$ cat config.mk
export PLATFORM = sky130hd
export DESIGN_NAME = sstk_capture
export DESIGN_NICKNAME = d
export VERILOG_FILES = /design/src/rtl/sstk_pkg.sv /design/src/rtl/sstk_addr_decode.sv /design/src/rtl/sstk_sp_reg.sv /design/src/rtl/sstk_shadow_reg.sv /design/src/rtl/sstk_capture.sv
export SDC_FILE = /design/constraint.sdc
export NUM_CORES = 1
export LEC_CHECK = 0
export ABC_AREA = 1
export ABC_CLOCK_PERIOD_IN_PS = 800
export BUFFER_PORTS_ARGS = -buffer_cell sky130_fd_sc_hd__buf_2
export CORE_ASPECT_RATIO = 1.25
export CORE_MARGIN = 3
export CORE_UTILIZATION = 38
export CTS_BUF_LIST = sky130_fd_sc_hd__clkbuf_4 sky130_fd_sc_hd__clkbuf_8 sky130_fd_sc_hd__clkbuf_16
export DETAILED_ROUTE_END_ITERATION = 7
export PLACE_DENSITY = 0.74
export SETUP_SLACK_MARGIN = 0.4
export SLEW_MARGIN = 20
export SYNTH_ARGS = -nofsm -noshare
export SYNTH_HDL_FRONTEND = slang
export SYNTH_SLANG_ARGS = --single-unit
$ cat constraint.sdc
create_clock -name clk -period 0.8 [get_ports clk]
set_input_delay 0.04 -clock clk [delete_from_list [all_inputs] [get_ports clk]]
set_output_delay 0.04 -clock clk [all_outputs]
set_load 0.01 [all_outputs]
$ cat src/rtl/sstk_pkg.sv
// Package: shared constants and types for the shadow stack-pointer capture.
// Assumes a 16-bit control-store address and a stack pointer of at most 16 bits.
package sstk_pkg;

    // Width of the control-store address bus.
    localparam int unsigned ADDR_W = 16;

    // Width of the stack pointer.
    localparam int unsigned SP_W   = 8;

    // Outcome of decoding one call target, kept apart so that
    // observers can see which half of the test failed.
    typedef struct packed {
        logic page_hit;   // page field matches the region
        logic low_hit;    // low address bits match the entry offset
    } tgt_decode_t;

endpackage

$ cat src/rtl/sstk_addr_decode.sv
// Module: sstk_addr_decode
// Purely combinational check of whether a call target lies in the
// new-instruction region. Two fields of the address are compared with
// constants. Every other bit is a don't-care.
// Assumes PAGE_MSB >= PAGE_LSB and that both fields fit within ADDR_W.
module sstk_addr_decode
    import sstk_pkg::*;
#(
    parameter int unsigned            AW         = ADDR_W,
    parameter int unsigned            PAGE_MSB   = 11,
    parameter int unsigned            PAGE_LSB   = 10,
    parameter logic [PAGE_MSB-PAGE_LSB:0] PAGE_MATCH = 2'b01,
    parameter int unsigned            LOW_W      = 2,
    parameter logic [LOW_W-1:0]       LOW_MATCH  = 2'b01
) (
    input  logic [AW-1:0] addr,
    output tgt_decode_t   dec,
    output logic          hit
);

    localparam int unsigned PAGE_W = PAGE_MSB - PAGE_LSB + 1;

    logic [PAGE_W-1:0] page_field;
    logic [LOW_W-1:0]  low_field;

    // Slice out the two fields that take part in the decision.
    always_comb begin
        page_field = addr[PAGE_MSB:PAGE_LSB];
        low_field  = addr[LOW_W-1:0];
    end

    // Compare each field with its pattern and combine the results.
    always_comb begin
        dec.page_hit = (page_field == PAGE_MATCH);
        dec.low_hit  = (low_field  == LOW_MATCH);
        hit          = dec.page_hit & dec.low_hit;
    end

endmodule

$ cat src/rtl/sstk_sp_reg.sv
// Module: sstk_sp_reg
// The live stack-pointer register. It changes only on an explicit write.
// Assumes a synchronous active-low reset that clears it to zero.
module sstk_sp_reg #(
    parameter int unsigned W = 8
) (
    input  logic         clk,
    input  logic         rst_n,
    input  logic         wr_en,
    input  logic [W-1:0] wr_data,
    output logic [W-1:0] q
);

    // Load the written value, or hold.
    always_ff @(posedge clk) begin
        if (!rst_n)     q <= '0;
        else if (wr_en) q <= wr_data;
    end

endmodule

$ cat src/rtl/sstk_shadow_reg.sv
// Module: sstk_shadow_reg
// The shadow copy of the stack pointer and the capture pulse. It loads
// only when the load strobe is high, sampling src as it stands before the
// edge, so a write to src in the same cycle is not seen.
// Assumes the caller has already qualified the strobe.
module sstk_shadow_reg #(
    parameter int unsigned W = 8
) (
    input  logic         clk,
    input  logic         rst_n,
    input  logic         load,
    input  logic [W-1:0] src,
    output logic [W-1:0] q,
    output logic         pulse
);

    // Capture the source value on a qualified load, otherwise hold.
    always_ff @(posedge clk) begin
        if (!rst_n)    q <= '0;
        else if (load) q <= src;
    end

    // Mark each load with one cycle of pulse.
    always_ff @(posedge clk) begin
        if (!rst_n) pulse <= 1'b0;
        else        pulse <= load;
    end

endmodule

$ cat src/rtl/sstk_capture.sv
// Module: sstk_capture (top)
// Wires the stack pointer, the call-target decoder and the shadow register.
// A call whose target decodes into the new-instruction region copies the
// current stack pointer into the shadow. Nothing else touches the shadow.
// Assumes call_valid is high for one cycle per call.
module sstk_capture
    import sstk_pkg::*;
(
    input  logic              clk,
    input  logic              rst_n,
    input  logic              call_valid,
    input  logic [ADDR_W-1:0] call_addr,
    input  logic              sp_wr_en,
    input  logic [SP_W-1:0]   sp_wr_data,
    output logic [SP_W-1:0]   sp_q,
    output logic [SP_W-1:0]   shadow_q,
    output logic              capture_pulse
);

    tgt_decode_t tgt_dec;
    logic        tgt_hit;
    logic        cap_load;

    sstk_sp_reg #(.W(SP_W)) u_sp (
        .clk     (clk),
        .rst_n   (rst_n),
        .wr_en   (sp_wr_en),
        .wr_data (sp_wr_data),
        .q       (sp_q)
    );

    sstk_addr_decode #(.AW(ADDR_W)) u_dec (
        .addr (call_addr),
        .dec  (tgt_dec),
        .hit  (tgt_hit)
    );

    // A capture needs both a call strobe and a region hit.
    always_comb cap_load = call_valid & tgt_hit;

    sstk_shadow_reg #(.W(SP_W)) u_shadow (
        .clk   (clk),
        .rst_n (rst_n),
        .load  (cap_load),
        .src   (sp_q),
        .q     (shadow_q),
        .pulse (capture_pulse)
    );

endmodule

; Yosys cells after proc, flatten, opt, wreduce, memory -nomap -nowiden
; Cells that the tools add are included.
[op_classes]
eq_ne = 2
n_bitwise = 2
[op_table]
columns = operator, count
row1 = "2-bit by 1-bit equality test with 1-bit output, second input constant", 2
row2 = 1-bit AND, 2
[word_totals]
ff_bits = 17
out_inout_bits = 17
inputBits = 28

; Depth between registers and ports, before layout
; Gate-level depths: netlist of run 1.
[logic_depth]
word_depth = 3
depth_mapped = 7
ltp_nobuf = 6

; By module
; A second synthesis of run 1 with hierarchy kept.
[unflattened]
hier_cells = 114
area_unflattened_um2 = 770.7
[modules_own_cells]
columns = module, area_each_um2, seq_area_each_um2, cells_each, instances
row1 = sstk_shadow_reg, 375.4, 180.2, 54, 1
row2 = sstk_sp_reg, 356.6, 160.2, 51, 1
row3 = sstk_addr_decode, 31.3, 0.0, 7, 1
row4 = sstk_capture, 7.5, 0.0, 2, 1

; Least setup slack after synthesis of run 1
; OpenSTA, ideal clock, no wires.
[synth_path]
path_type = input -> register
start = input call_addr[11]
end = register u_shadow.q[1]
stages = 7
arrival_ps = 577
required_time_ps = 687
slack_ps = 110
path_buffers = 1
cell_sequence = inv_1 nand3_2 nor2_4 buf_6 nand2_1 nand2_1 nor2_1
[synth_between]
elab_chain_cells = 3
[synth_rtl]
columns = element, line
row1 = start: declaration, sstk_capture.sv:12  ; input logic [ADDR_W-1:0] call_addr,
row2 = 2-bit by 1-bit equality test with 1-bit output, sstk_addr_decode.sv:34  ; dec.page_hit = (page_field == PAGE_MATCH);
row3 = 1-bit AND, sstk_addr_decode.sv:36  ; hit = dec.page_hit & dec.low_hit;
row4 = 1-bit AND, sstk_capture.sv:39  ; always_comb cap_load = call_valid & tgt_hit;
row5 = end signal: assignment, sstk_shadow_reg.sv:20  ; else if (load) q <= src;
row6 = end: declaration, sstk_shadow_reg.sv:13  ; output logic [W-1:0] q,
; No other way between the ends.
; A chain may end at the register's enable or synchronous reset.

==> results_dict.tcl, run 1 <==
set metrics [dict create \
    root_buffer "clkbuf_4" \
    syn_nets 111 \
    worstRegToRegCells 5 \
    io_pins 45 \
    die_h_um 51.9 \
    clock-sinks 17 \
    violations "negative setup slack" \
    endpoint "u_shadow.q[5]$_SDFFE_PN0P_" \
    slowest_delay_ns 0.36 \
    synth_ff_type "dfxtp_1" \
    fp.dieW_um 42.7 \
    cts_hold_buffers 0 \
    finalSetupViolCount 1 \
    crit_path_frequent_cell "nand2_1" \
    status "finished with violations" \
    ir_drop_mv 0.945 \
    cp-end-kind "flip-flop" \
    clk_latency_ns 0.28 \
    htree_levels 1 \
    critical_path_arrival_ns 1.02 \
    multi_input_area_um2 299 \
    maxCapViolations 0 \
    yosysWarnings 0 \
    crit_type "reg -> reg" \
    critPathLaunchType "flip-flop" \
    coreArea_mm2 0.00148 \
    leakage_nw 0.539 \
    synth.most_common_cell "dfxtp_1" \
    crit_path_cell_trace "buf_6 -> inv_2 -> nand2_1 -> nand2_1 -> nor2_1" \
    ff2ff_setup_slack_ns -0.01 \
    synth_top_area_cell "dfxtp_1" \
    synth.distinct_cells 13 \
    slew_viol_final 0 \
    num_antenna_cells 0 \
    n_fill_cell 90 \
    final_hold_viol_count 0 \
    grt_overflow 0 \
    hold_path.class "in -> reg" \
    vias 672 \
    final_nets 158 \
    grt_first_pass_wirelength_um 3090 \
    synthArstFlopShare_pct 0 \
    post_synth.cell_area_avg_um2 7.72 \
    dpl_cell_area_um2 872 \
    cts_tree "done" \
    period_minus_slack_ns 0.812 \
    hold_start "call_valid" \
    yosysSeqAreaShare_pct 53.1 \
    p_total_mw 1.79 \
    ff_latch_area_um2 362 \
    ys_top_cells_by_area "dfxtp_1 53%, nand2_1 9.4%, nor2_1 8.8%" \
    power.density_mw_per_mm2 1490 \
    wl_um 1820 \
    synth_area_um2 641 \
    drc 0 \
    synth_common_cells "17 x dfxtp_1, 16 x nand2_1, 15 x nor2_1" \
    finalCritPeriodShare_pct 101 \
    max_freq_mhz 1230 \
    worst_slew_pin_slew_ns 0.431 \
    ys_seq_elements 17 \
    netlist_instances 83 \
    fin_ws_ns -0.0116 \
    r2r-start "u_sp.q[5]$_SDFFE_PN0P_" \
    path_max_fanout 2 \
    viasPerCell 4.60 \
    drt-initial-drc-count 10 \
    buffer_ports.inserted 32 \
    crit_slowest_cell "dfxtp_2" \
    grt_use_total_pct 18.4 \
    synth_top_cell_area_share_pct 53.1 \
    crit_start "u_sp.q[5]$_SDFFE_PN0P_" \
    fin_skew_ns 0.00231 \
    num_rows 15 \
    cts_max_path_buffers 2 \
    numCtsBuffers 3 \
    ant_nets 0 \
    clk_pin_slew_ns 0.09 \
    antenna_found_initial 0 \
    synth_edf_count 0 \
    hpwl_um 954 \
    required_ns 1.01 \
    relSlewSlack_pct 71.0 \
    place_congestion 0.663 \
    layout-drive-gt1-share_pct 72.9 \
    first_global_vias 715 \
    grt_max_degree 18 \
    r2r_end "u_shadow.q[5]$_SDFFE_PN0P_" \
    die_area_mm2 0.00222 \
    dr.pass1.iters 4 \
    rsz0062_at_grt "true" \
    wl_per_cell_um 12.5 \
    start_util_pct 43.2 \
    fin_area_mm2 0.00120 \
    syn2layout_area_growth_pct 87.7 \
]
[worst min path at each step]
stage | endpoint | slack [ns] | depth (start not counted)
after floorplan | u_sp.q[0]$_SDFFE_PN0P_ | 0.17 | 2
after global placement | u_shadow.pulse$_SDFF_PN0_ | 0.32 | 3
after detailed placement | u_sp.q[7]$_SDFFE_PN0P_ | 0.32 | 3
after CTS | u_shadow.pulse$_SDFF_PN0_ | 0.02 | 3
after global routing | u_shadow.pulse$_SDFF_PN0_ | 0.004 | 3
final | u_shadow.pulse$_SDFF_PN0_ | 0.01 | 3
[logic make-up after synthesis]
family | after synthesis | share of synthesized area [%]
AND/OR/NAND/NOR | 36 | 24.6
flip-flops | 17 | 53.1
AO/OA/AOI/OAI | 16 | 12.5
buffers and inverters | 14 | 9.77
[power breakdown]
part           switching, mW  total, mW  internal, mW
Combinational          0.170      0.381         0.211
Clock                  0.257      0.484         0.227
Sequential            0.0329      0.924         0.891
[registers in the layout (all words and copies together) (netlist names)]
signal	flops
u_shadow.pulse	1
u_sp.q	8
u_shadow.q	8
[area by class of cell]
class,instances,share of cell area (%)
Clock buffer,4,2.50
Inverter,11,5.93
Multi-Input combinational cell,52,24.9
Sequential cell,17,30.1
Tap cell,17,1.77
Timing Repair Buffer,45,34.9
[routing by layer]
| metal | global-route usage [%] | part of all wire (%) | vias to the layer above |
|---|---|---|---|
| met5 | 0 | 0 | - |
| met1 | 20.3 | 40 | 293 |
| li1 | - | - | 347 |
| met2 | 32.0 | 50 | 28 |
| met3 | 5.88 | 7.4 | 4 |
| met4 | 7.77 | 1.9 | 0 |
[placed cells by master (no fill, tap or decap)]
cell	synthesis	final
a21oi_1	8	1
a21oi_2	0	6
a21oi_4	0	1
buf_12	0	2
buf_2	2	15
buf_4	0	3
buf_6	1	25
clkbuf_4	0	4
dfxtp_2	0	17
inv_1	11	2
inv_12	0	1
inv_2	0	1
inv_4	0	7
nand2_1	16	9
nand2_2	1	8
nand3_4	0	1
nor2_1	15	14
nor2_2	1	2
nor2_4	1	1
nor3b_1	1	1
o21ai_0	8	8
[per-stage QoR]
stage | setup WS [ns] | hold WS, ns | setup TNS, ns | cells | utilization [%]
2_1_floorplan | 0.119 | 0.171 | 0 | 83 | -
3_3_place_gp | -0.0382 | 0.315 | -0.269 | 131 | 58.8
6_report | -0.0116 | 0.0103 | -0.0116 | 146 | 81.1
3_5_place_dp | -0.0488 | 0.324 | -0.352 | 131 | 58.8
4_1_cts | 0.0207 | 0.0196 | 0 | 144 | 76.5
5_1_grt | -0.0563 | 0.00440 | -0.379 | 146 | 81.1
[worst max-delay path: cells and delay by family, from the launching register on]
family                 cells  cell delay (ns)
flip-flops                 1             0.36
buffers and inverters      2             0.12
AND/OR/NAND/NOR            3             0.26
[timing repair]
item                                    4_1_cts  5_1_grt
endpoints found under the hold margin         0        0
pin swaps                                     6        3
endpoints found under the setup margin       33       33
buffers inserted                              9        2
gates resized for setup                      39       17
Power figures use the tool's default switching activity.
==> run 2: changes to the inputs <==
--- a/config.mk
+++ b/config.mk
@@ -10,5 +10,5 @@
 export BUFFER_PORTS_ARGS = -buffer_cell sky130_fd_sc_hd__buf_2
 export CORE_ASPECT_RATIO = 1.25
-export CORE_MARGIN = 3
+export CORE_MARGIN = 5
 export CORE_UTILIZATION = 38
 export CTS_BUF_LIST = sky130_fd_sc_hd__clkbuf_4 sky130_fd_sc_hd__clkbuf_8 sky130_fd_sc_hd__clkbuf_16
==> constraint.sdc (replaced) <==
create_clock -name clk -period 0.8 [get_ports clk]
set_input_delay 0.04 -clock clk [delete_from_list [all_inputs] [get_ports clk]]
set_output_delay 0.04 -clock clk [all_outputs]
set_load 0.02 [all_outputs]
==> run 2 against run 1 <==
  * The flow still finishes with violations (negative setup slack)
  * Sequential share of layout area grew 1.9 points
  * Clock skew shrank 0.00050 ns
  * Largest cell class unchanged
  * Sequential power shrank 2%
  * Fmax grew 0.18%
  * Clock power shrank 0.8%
  * Cell area shrank 0.21%
  * Largest power group unchanged
  * Via count shrank 2.4%
  * First-iteration DRC count grew 10%
  * Critical path depth shrank 4
  * Non-clock buffer count shrank 2
  * Worst hold slack gained 0.015 ns
==> results_dict.tcl, run 2 (synthesis gave the netlist of run 1 again) <==
set metrics [dict create \
    max_freq_mhz 1230 \
    grt_use_met1_pct 15.3 \
    buffer_ports.inserted 32 \
    crit_type "reg -> out" \
    cts_hold_buffers 0 \
    n_fill_cell 113 \
    multi_input_area_um2 300 \
    antenna_found_initial 0 \
    wl_um 1630 \
    place_congestion 0.640 \
    num_rows 16 \
    dpl.cell_count 132 \
    grt_overflow 0 \
    reg_top3 "u_shadow.q x8, u_sp.q x8, u_shadow.pulse x1" \
    critical_path_arrival_ns 0.77 \
    p_total_mw 1.78 \
    grt_use_total_pct 13.2 \
    drc 0 \
    io_pins 45 \
    slew_viol_final 0 \
    grt_first_pass_wirelength_um 2570 \
    fin_ws_ns -0.0101 \
    hpwl_um 1040 \
    ff_latch_area_um2 384 \
    grt_max_degree 18 \
    numCtsBuffers 3 \
    cts_tree "done" \
    required_ns 0.76 \
    cts_max_path_buffers 2 \
    period_minus_slack_ns 0.810 \
    status "finished with violations" \
    dp_slack_ns -0.0521 \
    num_antenna_cells 0 \
    worst_slew_pin_slew_ns 0.311 \
    slowest_delay_ns 0.36 \
    final_hold_viol_count 0 \
    instances_no_fill 145 \
    relSlewSlack_pct 79.2 \
    cp-end-kind "output port" \
    crit_path_cell_trace "buf_6" \
    ant_nets 0 \
    start_util_pct 40.5 \
    layout_commonest_cell "buf_6" \
    htree_levels 1 \
    clock-sinks 17 \
    critical_path_buf_inv_count 1 \
    maxCapViolations 0 \
    drt-initial-drc-count 11 \
    crit_slowest_cell "dfxtp_4" \
    finalCritPeriodShare_pct 101 \
    path_max_fanout 2 \
    die_area_mm2 0.00261 \
    leakage_nw 0.523 \
    layout_common_cells "24 x buf_6, 15 x nor2_1, 15 x buf_2, 9 x nand2_2, 9 x dfxtp_4" \
    coreArea_mm2 0.00158 \
    vias 656 \
    crit_family "flip-flops" \
    fp.dieW_um 46.7 \
    violations "negative setup slack" \
    layout-drive-gt1-share_pct 74.8 \
    first_global_vias 619 \
    viasPerCell 4.52 \
    finalSetupViolCount 8 \
    rsz0062_at_grt "true" \
    clk_pin_slew_ns 0.09 \
    power.density_mw_per_mm2 1480 \
    syn2layout_area_growth_pct 87.3 \
    dr.pass1.iters 3 \
    hold_path.class "in -> reg" \
    ir_drop_mv 1.10 \
    root_buffer "clkbuf_4" \
    die_h_um 55.9 \
    final_nets 156 \
    fin_skew_ns 0.00180 \
    use_met3_pct 3.56 \
    clk_latency_ns 0.28 \
    wl_per_cell_um 11.2 \
    top_usage_layer "met2" \
    grt_util_met2_pct 22.0 \
    critPathLaunchType "flip-flop" \
]
==> run 2: cell count changes in the layout (fill, tap and decap cells not counted), sizes merged <==
cell / previous run / this run
buf: 45 / 43
inv: 11 / 10
clkinvlp: 0 / 1
==> run 2: cell type report <==
| cell class | count | share of cell area (%) |
|---|---|---|
| well taps | 18 | 1.88 |
| inverters | 11 | 6.26 |
| multi-input cells | 52 | 25.0 |
| clock buffers | 4 | 2.50 |
| flip-flops and latches | 17 | 32.0 |
| repair buffers | 43 | 32.3 |
==> run 2: layer usage <==
metal / part of all wire [%] / wire (um)
met3: 7.9 / 128
met1: 39 / 633
met4: 1.7 / 28
met2: 51 / 836
met5: 0 / 0
==> run 2: power breakdown <==
part           switching (mW)  leakage [nW]  internal, mW
sequential             0.0310         0.149         0.876
combinational           0.195         0.355         0.199
clock                   0.252        0.0184         0.227
total                   0.479         0.523          1.30
==> run 2: path summary, 6_finish.rpt <==
kind | startpoint | to | slack, ns | cells after the start
max | u_sp.q[7]$_SDFFE_PN0P_ | sp_q[7] | -0.01 | 1
min | call_addr[1] | u_shadow.pulse$_SDFF_PN0_ | 0.03 | 4
max reg2reg | u_sp.q[3]$_SDFFE_PN0P_ | u_shadow.q[3]$_SDFFE_PN0P_ | 0.04 | 5
min reg2reg | u_shadow.q[0]$_SDFFE_PN0P_ | u_shadow.q[0]$_SDFFE_PN0P_ | 0.48 | 2
==> run 2: repair_timing <==
action	CTS	global route
buffers inserted	9	0
pin swaps	1	7
gates resized for setup	41	30
endpoints found under the setup margin	34	33
hold endpoints to repair	0	0
==> run 2: through the flow <==
| stage | hold slack (ns) | area, um^2 | TNS [ns] | utilization (%) |
|---|---|---|---|---|
| floorplan | 0.168 | 706 | 0 | - |
| global placement | 0.316 | 892 | -0.261 | 56.4 |
| detailed placement | 0.324 | 892 | -0.373 | 56.4 |
| CTS | 0.0215 | 1120 | -0.0683 | 70.8 |
| global route | 0.0185 | 1200 | -0.387 | 75.9 |
| finish | 0.0255 | 1200 | -0.0388 | 75.9 |
